$ cat config.mk
export PLATFORM = sky130hd
export DESIGN_NAME = mem_req_tracker
export DESIGN_NICKNAME = d
export VERILOG_FILES = /design/src/rtl/mrt_pkg.sv /design/src/rtl/mrt_table.sv /design/src/rtl/mem_req_tracker.sv
export SDC_FILE = /design/constraint.sdc
export NUM_CORES = 1
export LEC_CHECK = 0
export ABC_AREA = 1
export CAP_MARGIN = 10
export CORE_ASPECT_RATIO = 0.9
export CORE_MARGIN = 10
export CORE_UTILIZATION = 35
export CTS_CLUSTER_SIZE = 14
export DETAILED_ROUTE_END_ITERATION = 7
export GPL_ROUTABILITY_DRIVEN = 0
export GPL_TIMING_DRIVEN = 0
export PLACE_DENSITY_LB_ADDON = 0.12
export SYNTH_ARGS = -nofsm -noshare
export SYNTH_HDL_FRONTEND = slang
export SYNTH_SLANG_ARGS = --single-unit
$ cat constraint.sdc
create_clock -name clk_i -period 7.9 [get_ports clk_i]
set_clock_uncertainty 0.05 [all_clocks]
set_input_delay 1.58 -clock clk_i [delete_from_list [all_inputs] [get_ports clk_i]]
set_output_delay 1.58 -clock clk_i [all_outputs]
set_load 0.01 [all_outputs]
$ cat src/rtl/mrt_pkg.sv
package mrt_pkg;
  typedef enum logic [1:0] {
    ST_NONE  = 2'b00,
    ST_ISSUE = 2'b01,
    ST_ALIAS = 2'b10,
    ST_FULL  = 2'b11
  } req_status_e;

  function automatic logic is_write_class(input logic [3:0] t);
    return (t >= 4'd2) && (t <= 4'd9);
  endfunction
endpackage

$ cat src/rtl/mrt_table.sv
module mrt_table #(
  parameter int N      = 4,
  parameter int LW     = 26,
  parameter int TW     = 16,
  parameter int THRESH = 200,
  localparam int CW    = $clog2(N + 1)
) (
  input  logic          clk_i,
  input  logic          rst_ni,
  input  logic [TW-1:0] now_i,
  input  logic [LW-1:0] look_line_i,
  output logic          look_hit_o,
  input  logic          ins_i,
  input  logic [LW-1:0] ins_line_i,
  input  logic          rm_i,
  input  logic [LW-1:0] rm_line_i,
  output logic          rm_hit_o,
  output logic [TW-1:0] rm_ts_o,
  output logic [CW-1:0] cnt_o,
  output logic          stale_o
);
  logic [N-1:0]  vld_q;
  logic [LW-1:0] line_q [N];
  logic [TW-1:0] ts_q   [N];
  logic [N-1:0]  look_vec, rm_vec, old_vec;
  logic          free_found;
  logic [$clog2(N > 1 ? N : 2)-1:0] free_idx;

  for (genvar i = 0; i < N; i++) begin : g_cmp
    logic [TW-1:0] age;
    assign age         = now_i - ts_q[i];
    assign look_vec[i] = vld_q[i] && (line_q[i] == look_line_i);
    assign rm_vec[i]   = vld_q[i] && (line_q[i] == rm_line_i);
    assign old_vec[i]  = vld_q[i] && (age >= TW'(THRESH));
  end

  always_comb begin
    free_found = 1'b0;
    free_idx   = '0;
    rm_ts_o    = '0;
    cnt_o      = '0;
    for (int i = N - 1; i >= 0; i--) begin
      if (!vld_q[i]) begin
        free_found = 1'b1;
        free_idx   = i[$bits(free_idx)-1:0];
      end
    end
    for (int i = 0; i < N; i++) begin
      if (rm_vec[i]) rm_ts_o = rm_ts_o | ts_q[i];
      cnt_o = cnt_o + CW'(vld_q[i]);
    end
  end

  assign look_hit_o = |look_vec;
  assign rm_hit_o   = rm_i && |rm_vec;
  assign stale_o    = |old_vec;

  for (genvar i = 0; i < N; i++) begin : g_ent
    always_ff @(posedge clk_i or negedge rst_ni) begin
      if (!rst_ni) begin
        vld_q[i]  <= 1'b0;
        line_q[i] <= '0;
        ts_q[i]   <= '0;
      end else if (ins_i && free_found && (free_idx == i)) begin
        vld_q[i]  <= 1'b1;
        line_q[i] <= ins_line_i;
        ts_q[i]   <= now_i;
      end else if (rm_i && rm_vec[i]) begin
        vld_q[i]  <= 1'b0;
      end
    end
  end

  // a line is held at most once per table
  a_r4_unique_line: assert property (@(posedge clk_i) disable iff (!rst_ni)
    $onehot0(look_vec));
  // insert must find a free slot
  a_r7_slot_free: assert property (@(posedge clk_i) disable iff (!rst_ni)
    ins_i |-> free_found);
  // a hit removal frees the entry
  a_r6_entry_freed: assert property (@(posedge clk_i) disable iff (!rst_ni)
    (rm_hit_o && !ins_i) |=> (cnt_o == $past(cnt_o) - CW'(1)));
endmodule

$ cat src/rtl/mem_req_tracker.sv
module mem_req_tracker #(
  parameter int AW        = 32,
  parameter int LINE_OFS  = 6,
  parameter int MAX_OUT   = 4,
  parameter int TW        = 16,
  parameter int DL_THRESH = 200
) (
  input  logic          clk_i,
  input  logic          rst_ni,
  input  logic          req_valid_i,
  input  logic [AW-1:0] req_addr_i,
  input  logic [3:0]    req_type_i,
  output logic [1:0]    req_status_o,
  input  logic          rd_cpl_valid_i,
  input  logic [AW-1:0] rd_cpl_addr_i,
  input  logic          wr_cpl_valid_i,
  input  logic [AW-1:0] wr_cpl_addr_i,
  output logic          rd_lat_valid_o,
  output logic [TW-1:0] rd_lat_o,
  output logic          wr_lat_valid_o,
  output logic [TW-1:0] wr_lat_o,
  output logic          deadlock_o,
  output logic          err_o
);
  import mrt_pkg::*;

  localparam int LW = AW - LINE_OFS;
  localparam int CW = $clog2(MAX_OUT + 1);

  logic [TW-1:0] now_q;
  logic [CW-1:0] cnt_q, rd_cnt, wr_cnt;
  logic          err_q;
  logic [LW-1:0] req_line;
  logic          wr_cls, full, rd_look, wr_look, alias_hit, accept;
  logic          rd_rm, wr_rm, rd_stale, wr_stale;
  logic [TW-1:0] rd_ts, wr_ts;
  req_status_e   status;

  assign req_line  = req_addr_i[AW-1:LINE_OFS];
  assign wr_cls    = is_write_class(req_type_i);
  assign full      = cnt_q >= CW'(MAX_OUT);
  assign alias_hit = wr_look || (wr_cls ? 1'b0 : rd_look) || (wr_cls && rd_look);

  always_comb begin
    if (!req_valid_i)   status = ST_NONE;
    else if (full)      status = ST_FULL;
    else if (alias_hit) status = ST_ALIAS;
    else                status = ST_ISSUE;
  end
  assign accept       = (status == ST_ISSUE);
  assign req_status_o = status;

  mrt_table #(.N(MAX_OUT), .LW(LW), .TW(TW), .THRESH(DL_THRESH)) u_rd_tbl (
    .clk_i, .rst_ni, .now_i(now_q),
    .look_line_i(req_line), .look_hit_o(rd_look),
    .ins_i(accept && !wr_cls), .ins_line_i(req_line),
    .rm_i(rd_cpl_valid_i), .rm_line_i(rd_cpl_addr_i[AW-1:LINE_OFS]),
    .rm_hit_o(rd_rm), .rm_ts_o(rd_ts), .cnt_o(rd_cnt), .stale_o(rd_stale)
  );

  mrt_table #(.N(MAX_OUT), .LW(LW), .TW(TW), .THRESH(DL_THRESH)) u_wr_tbl (
    .clk_i, .rst_ni, .now_i(now_q),
    .look_line_i(req_line), .look_hit_o(wr_look),
    .ins_i(accept && wr_cls), .ins_line_i(req_line),
    .rm_i(wr_cpl_valid_i), .rm_line_i(wr_cpl_addr_i[AW-1:LINE_OFS]),
    .rm_hit_o(wr_rm), .rm_ts_o(wr_ts), .cnt_o(wr_cnt), .stale_o(wr_stale)
  );

  assign rd_lat_o       = now_q - rd_ts;
  assign wr_lat_o       = now_q - wr_ts;
  assign rd_lat_valid_o = rd_rm && (rd_lat_o != '0);
  assign wr_lat_valid_o = wr_rm && (wr_lat_o != '0);
  assign deadlock_o     = rd_stale || wr_stale;
  assign err_o          = err_q;

  always_ff @(posedge clk_i or negedge rst_ni) begin
    if (!rst_ni) begin
      now_q <= '0;
      cnt_q <= '0;
      err_q <= 1'b0;
    end else begin
      now_q <= now_q + TW'(1);
      cnt_q <= cnt_q + CW'(accept) - CW'(rd_rm) - CW'(wr_rm);
      err_q <= err_q || (rd_cpl_valid_i && !rd_rm) || (wr_cpl_valid_i && !wr_rm);
    end
  end

  a_r7_count_sum: assert property (@(posedge clk_i) disable iff (!rst_ni)
    cnt_q == rd_cnt + wr_cnt);
  a_r7_no_overflow: assert property (@(posedge clk_i) disable iff (!rst_ni)
    cnt_q <= CW'(MAX_OUT));
  a_r5_issue_counts: assert property (@(posedge clk_i) disable iff (!rst_ni)
    (accept && !rd_cpl_valid_i && !wr_cpl_valid_i) |=> (cnt_q == $past(cnt_q) + CW'(1)));
  a_r3_write_over_read: assert property (@(posedge clk_i) disable iff (!rst_ni)
    (req_valid_i && wr_cls && rd_look && !full) |-> (req_status_o == 2'b10));
  a_r9_err_sticky: assert property (@(posedge clk_i) disable iff (!rst_ni)
    err_q |=> err_q);
  a_r10_idle_status: assert property (@(posedge clk_i) disable iff (!rst_ni)
    !req_valid_i |-> (req_status_o == 2'b00));
endmodule

==> Word level (Yosys, flattened, before mapping) <==
Index checks and enable logic that the tools add are counted.
{ "totals": {"ff_bits": 364} }
{ "classes": {"n_addsub": 14, "n_lt_le_gt_ge": 11, "n_eq_ne": 23, "muxes": 44, "bitwise_logic": 6, "n_reduce_logical": 78} }
{ "op_table": {"columns": ["cell", "n"], "rows": [
  ["$eq 26x26->1", 16],
  ["$sub 16x16->16", 10],
  ["$ge 16x8->1 const B", 8],
  ["$mux 16", 8],
  ["$or 16x16->16", 6],
  ["$logic_and 1x1->1", 52],
  ["$reduce_bool 16->1", 2],
  ["$mux 1", 25],
  ["$reduce_or 4->1", 6],
  ["$mux 2", 11],
  ["$add 16x1->16 const B", 1],
  ["$reduce_bool 2->1", 8],
  ["$eq 2x2->1 const B", 4],
  ["$eq 2x1->1 const B", 3],
  ["$sub 3x1->3", 2],
  ["$logic_or 1x1->1", 5],
  ["$ge 4x2->1 const B", 1],
  ["$le 4x4->1 const B", 1],
  ["$logic_not 2->1", 2],
  ["$add 3x1->3", 1],
  ["$ge 3x3->1 const B", 1],
  ["$logic_not 1->1", 3]
]} }

==> Logic depth before layout (Yosys ltp) <==
{ "depth": {"word_depth": 14, "mapped_depth": 29, "depth_no_buf": 29} }

==> Cells and area by module <==
A second synthesis with hierarchy kept.
{ "hier_totals": {"hier_cells": 4906, "area_unflattened_um2": 31256.2} }
{ "by_module_without_submodules": {"columns": ["module", "instances", "cells_per_inst", "area_per_inst_um2"], "rows": [
  ["mrt_table at u_wr_tbl", 1, 2173, 14013.4],
  ["mrt_table at u_rd_tbl", 1, 2167, 14003.4],
  ["mem_req_tracker", 1, 566, 3239.4]
]} }

==> Least setup slack after synthesis <==
OpenSTA, ideal clock, no wires.
{ "synth_timing": {"kind": "input port to output port", "startpoint": "input wr_cpl_addr_i[20]", "endpoint": "output wr_lat_valid_o", "t_arrival_ps": 4634, "required_ps": 6270, "path_slack_ps": 1636, "cell_stages": 21, "cell_sequence": "clkbuf_1 xnor2_1 nand2_1 nor2_1 nand3_1 nor2_1 clkbuf_1 nand2_1 o21ai_0 a221oi_1 ha_1 a21oi_1 nor2_1 o21ai_0 nand3_1 a21oi_1 nor2_1 nor2_1 xor2_1 nor2_1 nor2_1"} }
{ "synth_between": {"elab_chain_len": 12} }
{ "synth_lines": {"columns": ["item", "line_no", "rtl"], "rows": [
  ["from (decl)", "mem_req_tracker.sv:17", "input logic [AW-1:0] wr_cpl_addr_i,"],
  ["$eq 26x26->1", "mrt_table.sv:33", "assign rm_vec[i] = vld_q[i] && (line_q[i] == rm_line_i);"],
  ["$logic_and 1x1->1", "mrt_table.sv:33", null],
  ["$mux 16", "mrt_table.sv:49", "if (rm_vec[i]) rm_ts_o = rm_ts_o | ts_q[i];"],
  ["$or 16x16->16", "mrt_table.sv:49", null],
  ["$mux 16", "mrt_table.sv:49", null],
  ["$or 16x16->16", "mrt_table.sv:49", null],
  ["$mux 16", "mrt_table.sv:49", null],
  ["$or 16x16->16", "mrt_table.sv:49", null],
  ["$mux 16 *", "mrt_table.sv:49", null],
  ["$sub 16x16->16 *", "mem_req_tracker.sv:70", "assign wr_lat_o = now_q - wr_ts;"],
  ["via wr_lat_o[14]", "mem_req_tracker.sv:21", "output logic [TW-1:0] wr_lat_o,"],
  ["$reduce_bool 16->1 *", "mem_req_tracker.sv:72", "assign wr_lat_valid_o = wr_rm && (wr_lat_o != '0);"],
  ["$logic_and 1x1->1 *", "mem_req_tracker.sv:72", null],
  ["to (decl)", "mem_req_tracker.sv:20", "output logic wr_lat_valid_o,"]
]} }
The timed path passes the listed nets; every way through them passes the cells marked *.

==> Worst setup path in the final report <==
{ "layout_timing": {"startpoint": "input wr_cpl_addr_i[14]", "endpoint": "output wr_lat_valid_o"} }
{ "layout_between": {"elab_chain_len": 12} }
{ "layout_lines": {"columns": ["item", "line_no"], "rows": [
  ["$eq 26x26->1", "mrt_table.sv:33"],
  ["$logic_and 1x1->1", "mrt_table.sv:33"],
  ["$mux 16", "mrt_table.sv:49"],
  ["$or 16x16->16", "mrt_table.sv:49"],
  ["$mux 16", "mrt_table.sv:49"],
  ["$or 16x16->16", "mrt_table.sv:49"],
  ["$mux 16", "mrt_table.sv:49"],
  ["$or 16x16->16", "mrt_table.sv:49"],
  ["$mux 16", "mrt_table.sv:49"],
  ["$sub 16x16->16", "mem_req_tracker.sv:70"],
  ["$reduce_bool 16->1", "mem_req_tracker.sv:72"],
  ["$logic_and 1x1->1 *", "mem_req_tracker.sv:72"]
]} }
Every way passes the cells marked *; elsewhere a longest branch is shown, timed or not.

==> results.sh <==
export IMPL_status="finished, violations left"
export IMPL_violations="design-rule violations"
export IMPL_layout_drive_gt1_share=0.05689
export IMPL_grt_setup_unrepaired="yes"
export IMPL_timing_rr_end="now_q[15]$_DFF_PN0_"
export IMPL_report_final_slew_viol_count=0
export IMPL_netlist_instances=4820
export IMPL_ys_seq_elements=364
export IMPL_syn_area_per_cell_um2=6.469
export IMPL_crit_start="wr_cpl_addr_i[14]"
export IMPL_clkSlewWorstSetupHoldPaths_ns=0.06
export IMPL_placed_cell_area_mm2=0.03367
export IMPL_power_density_mw_per_mm2=256.7
export IMPL_initial_core_util=0.3542
export IMPL_post_drt_wl_per_cell_um=24.35
export IMPL_setup_viol=0
export IMPL_synth_distinct_cells=47
export IMPL_cp_depth=29
export IMPL_hold_viol_final=0
export IMPL_cts_htree_levels=2
export IMPL_grt_use_met3=0.06345
export IMPL_worst_pin_slew_ns=1.379
export IMPL_via_count=34335
export IMPL_required_ns=6.27
export IMPL_rr_startpoint="now_q[1]$_DFF_PN0_"
export IMPL_maxSlewHeadroom=0.08086
export IMPL_synth_top_area_frac=0.2921
export IMPL_die_w_um=334.6
export IMPL_leakagePower_nw=18.94
export IMPL_drv_cap=0
export IMPL_critPathMostFrequentCell="nand2_1"
export IMPL_synth_edff_count=0
export IMPL_clk_path_buf_depth=3
export IMPL_fmax_mhz=129.7
export IMPL_ios=143
export IMPL_synth_top_cell_by_area="dfrtp_1"
export IMPL_fillerInstances=9534
export IMPL_syn_num_nets=5090
export IMPL_cts_sinks=364
export IMPL_yosysSeqAreaShare=0.2921
export IMPL_rows=103
export IMPL_cts_hold_buffers=0
export IMPL_ant_nets=0
export IMPL_yosys_top_cells_area="dfrtp_1 29%, nand2_1 21%, nand4_1 7.9%"
export IMPL_crit_path_top_delay_cell="clkdlybuf4s50_1"
export IMPL_gr_total_overflow=0
export IMPL_min_path_type="reg2reg"
export IMPL_coreArea_mm2=0.08802
export IMPL_crit_type="in2out"
export IMPL_synth_common_cells="1760 x nand2_1, 622 x inv_1, 396 x nand4_1"
export IMPL_reg2reg_depth=9
export IMPL_ys_flop_type="dfrtp_1"
export IMPL_crit_family="simple AND/OR/NAND/NOR gates"
export IMPL_grt_first_pass_wirelength_um=214200
export IMPL_crit_arrival_ns=6.08
export IMPL_viasPerCell=5.568
export IMPL_min_period_over_period=0.9763
export IMPL_grt_max_degree=115
export IMPL_pre_cts_ws_ns=-0.6976
export IMPL_drc_errors=1
export IMPL_wirelength_um=150100
export IMPL_setup_ws_ns=0.1871
export IMPL_drt_first_pass_iters=8
export IMPL_yosysMostFrequentCell="nand2_1"
export IMPL_dpl_hpwl_um=113400
export IMPL_busiest_layer="met2"
export IMPL_ys_async_sr_fraction=1.000
export IMPL_final_nets=5247
export IMPL_drtIter0Drc=4577
export IMPL_area_growth_pct=13.31
export IMPL_crit_fanout=10
export IMPL_cts_root_buf="clkbuf_16"
export IMPL_end_kind="primary output"
export IMPL_gr_usage_met2=0.4144
export IMPL_rrSetupSlack_ns=3.99
export IMPL_die_area_mm2=0.1014
export IMPL_cts_tree="done"
export IMPL_fin_area_mm2=0.03533
export IMPL_worst_setup_path_start_kind="input pin"
export IMPL_antenna_found_initial=4
export IMPL_grt_usage=0.2842
export IMPL_syn_area_mm2=0.03118
export IMPL_crit_end="wr_lat_valid_o"
export IMPL_yosysWarnings=0
export IMPL_fp_dieH_um=303.2
export IMPL_grt_pass1_vias=31536
export IMPL_period_minus_slack_ns=7.713
export IMPL_clkLatencyLatePin_ns=0.61
export IMPL_grt_util_met1=0.3980
export IMPL_max_stage_delay_ns=0.61
export IMPL_cts_made_buffers=42
export IMPL_cp_num_buf_inv=5
export IMPL_port_buffers=94
export IMPL_max_vdd_ir_drop_mv=0.1447
-- report_power, final --
group	leakage [nW]	internal, mW	switching, mW	total [mW]
logic	13.5	1.27	2.58	3.85
registers	4.78	2.33	0.763	3.10
clock network	0.698	1.22	0.907	2.13
total	18.9	4.82	4.25	9.07
-- worst min path at each step --
stage                               endpoint                           from  depth (start not counted)  slack [ns]
6_report       u_rd_tbl.ts_q[14]$_DFFE_PN0P_  u_rd_tbl.ts_q[14]$_DFFE_PN0P_                          2        0.42
5_1_grt        u_wr_tbl.ts_q[41]$_DFFE_PN0P_  u_wr_tbl.ts_q[41]$_DFFE_PN0P_                          2        0.43
4_1_cts        u_rd_tbl.ts_q[19]$_DFFE_PN0P_  u_rd_tbl.ts_q[19]$_DFFE_PN0P_                          2        0.42
3_5_place_dp   u_rd_tbl.ts_q[19]$_DFFE_PN0P_  u_rd_tbl.ts_q[19]$_DFFE_PN0P_                          2        0.41
3_3_place_gp    u_rd_tbl.ts_q[9]$_DFFE_PN0P_   u_rd_tbl.ts_q[9]$_DFFE_PN0P_                          2        0.40
2_1_floorplan  u_rd_tbl.ts_q[10]$_DFFE_PN0P_  u_rd_tbl.ts_q[10]$_DFFE_PN0P_                          2        0.39
-- state kept, by name, summed over array words and instances (netlist names) --
name,flops
u_wr_tbl.vld_q,4
u_rd_tbl.vld_q,4
u_wr_tbl.line_q,104
u_wr_tbl.ts_q,64
cnt_q,3
u_rd_tbl.line_q,104
err_o,1
now_q,16
u_rd_tbl.ts_q,64
-- cell type report --
cell class | count | area [µm²] | share of cell area
antenna | 1 | 2.502 | 0.00007083
buffer | 221 | 1132 | 0.03205
clock buffer | 64 | 1244 | 0.03520
clock inverter | 13 | 188.9 | 0.005347
inverter | 632 | 2372 | 0.06714
multi-input combinational | 3601 | 18690 | 0.5289
sequential | 364 | 9110 | 0.2578
tap | 1155 | 1445 | 0.04090
timing repair buffer | 115 | 1149 | 0.03251
-- worst register-to-register path: cells and delay by family, from the launching register on --
family                 cells  cell delay [ns]
XOR/XNOR                   1             0.19
buffers and inverters      2             1.09
flip-flops                 1             0.74
AND/OR/NAND/NOR            6             1.72
-- stage by stage --
step | total power [mW] | setup TNS [ns] | instances | hold WS, ns | util
detailed placement | 6.792 | -5.095 | 6074 | 0.4080 | 0.3826
finish | 9.071 | 0 | 6166 | 0.4176 | 0.4014
CTS | 8.922 | 0 | 6153 | 0.4223 | 0.3996
floorplan | 5.426 | 0 | 4820 | 0.3919 | -
global placement | 6.772 | -4386.30 | 6069 | 0.4036 | 0.3814
global route | 9.593 | -0.09698 | 6165 | 0.4322 | 0.4014
-- per-layer routing --
metal / vias to the layer above / wire length (µm)
met2: 1944 / 61250
li1: 15945 / -
met4: 2 / 7273
met5: - / 13
met1: 16045 / 65150
met3: 399 / 16430
-- logic make-up (layout without fill, tap and decap cells) --
group	after synthesis	count (layout)	synth area share
buffers and inverters	855	1045	0.1122
DFF	364	364	0.2921
other	0	1	0
AOI/OAI and AO/OA	425	425	0.08170
and+or+nand+nor	2791	2791	0.3833
adders and majority gates	165	165	0.06886
xor gates and xnor gates	220	220	0.06180
-- placed cells by master (no fill, tap or decap), types with 5 or more instances in the layout --
master	n
nand3b_1	16
dfrtp_1	363
clkbuf_8	11
o21ai_0	101
inv_2	15
ha_1	154
xor2_1	98
o221ai_1	16
nand3_1	171
clkbuf_2	16
nor4_1	6
a221oi_1	13
buf_2	84
clkdlybuf4s50_1	59
or2_2	11
a31oi_1	11
nand3_2	9
o21bai_1	22
nand4_1	396
buf_4	38
buf_6	14
buf_1	7
nor2_1	346
inv_1	617
xnor2_1	122
dlymetal6s2s_1	14
a21oi_1	117
nand2_1	1755
nand2_2	5
fa_1	11
clkbuf_1	99
nor3_1	55
o22ai_1	94
o2111ai_1	11
a21o_1	11
clkbuf_16	42
dlygate4sd2_1	6
-- timing repair --
item / CTS / global route
buffers inserted: 4 / 12
endpoints found under the setup margin: 18 / 8
pin swaps: 5 / 4
resized for setup: 43 / 63
Power figures use the tool's default switching activity.
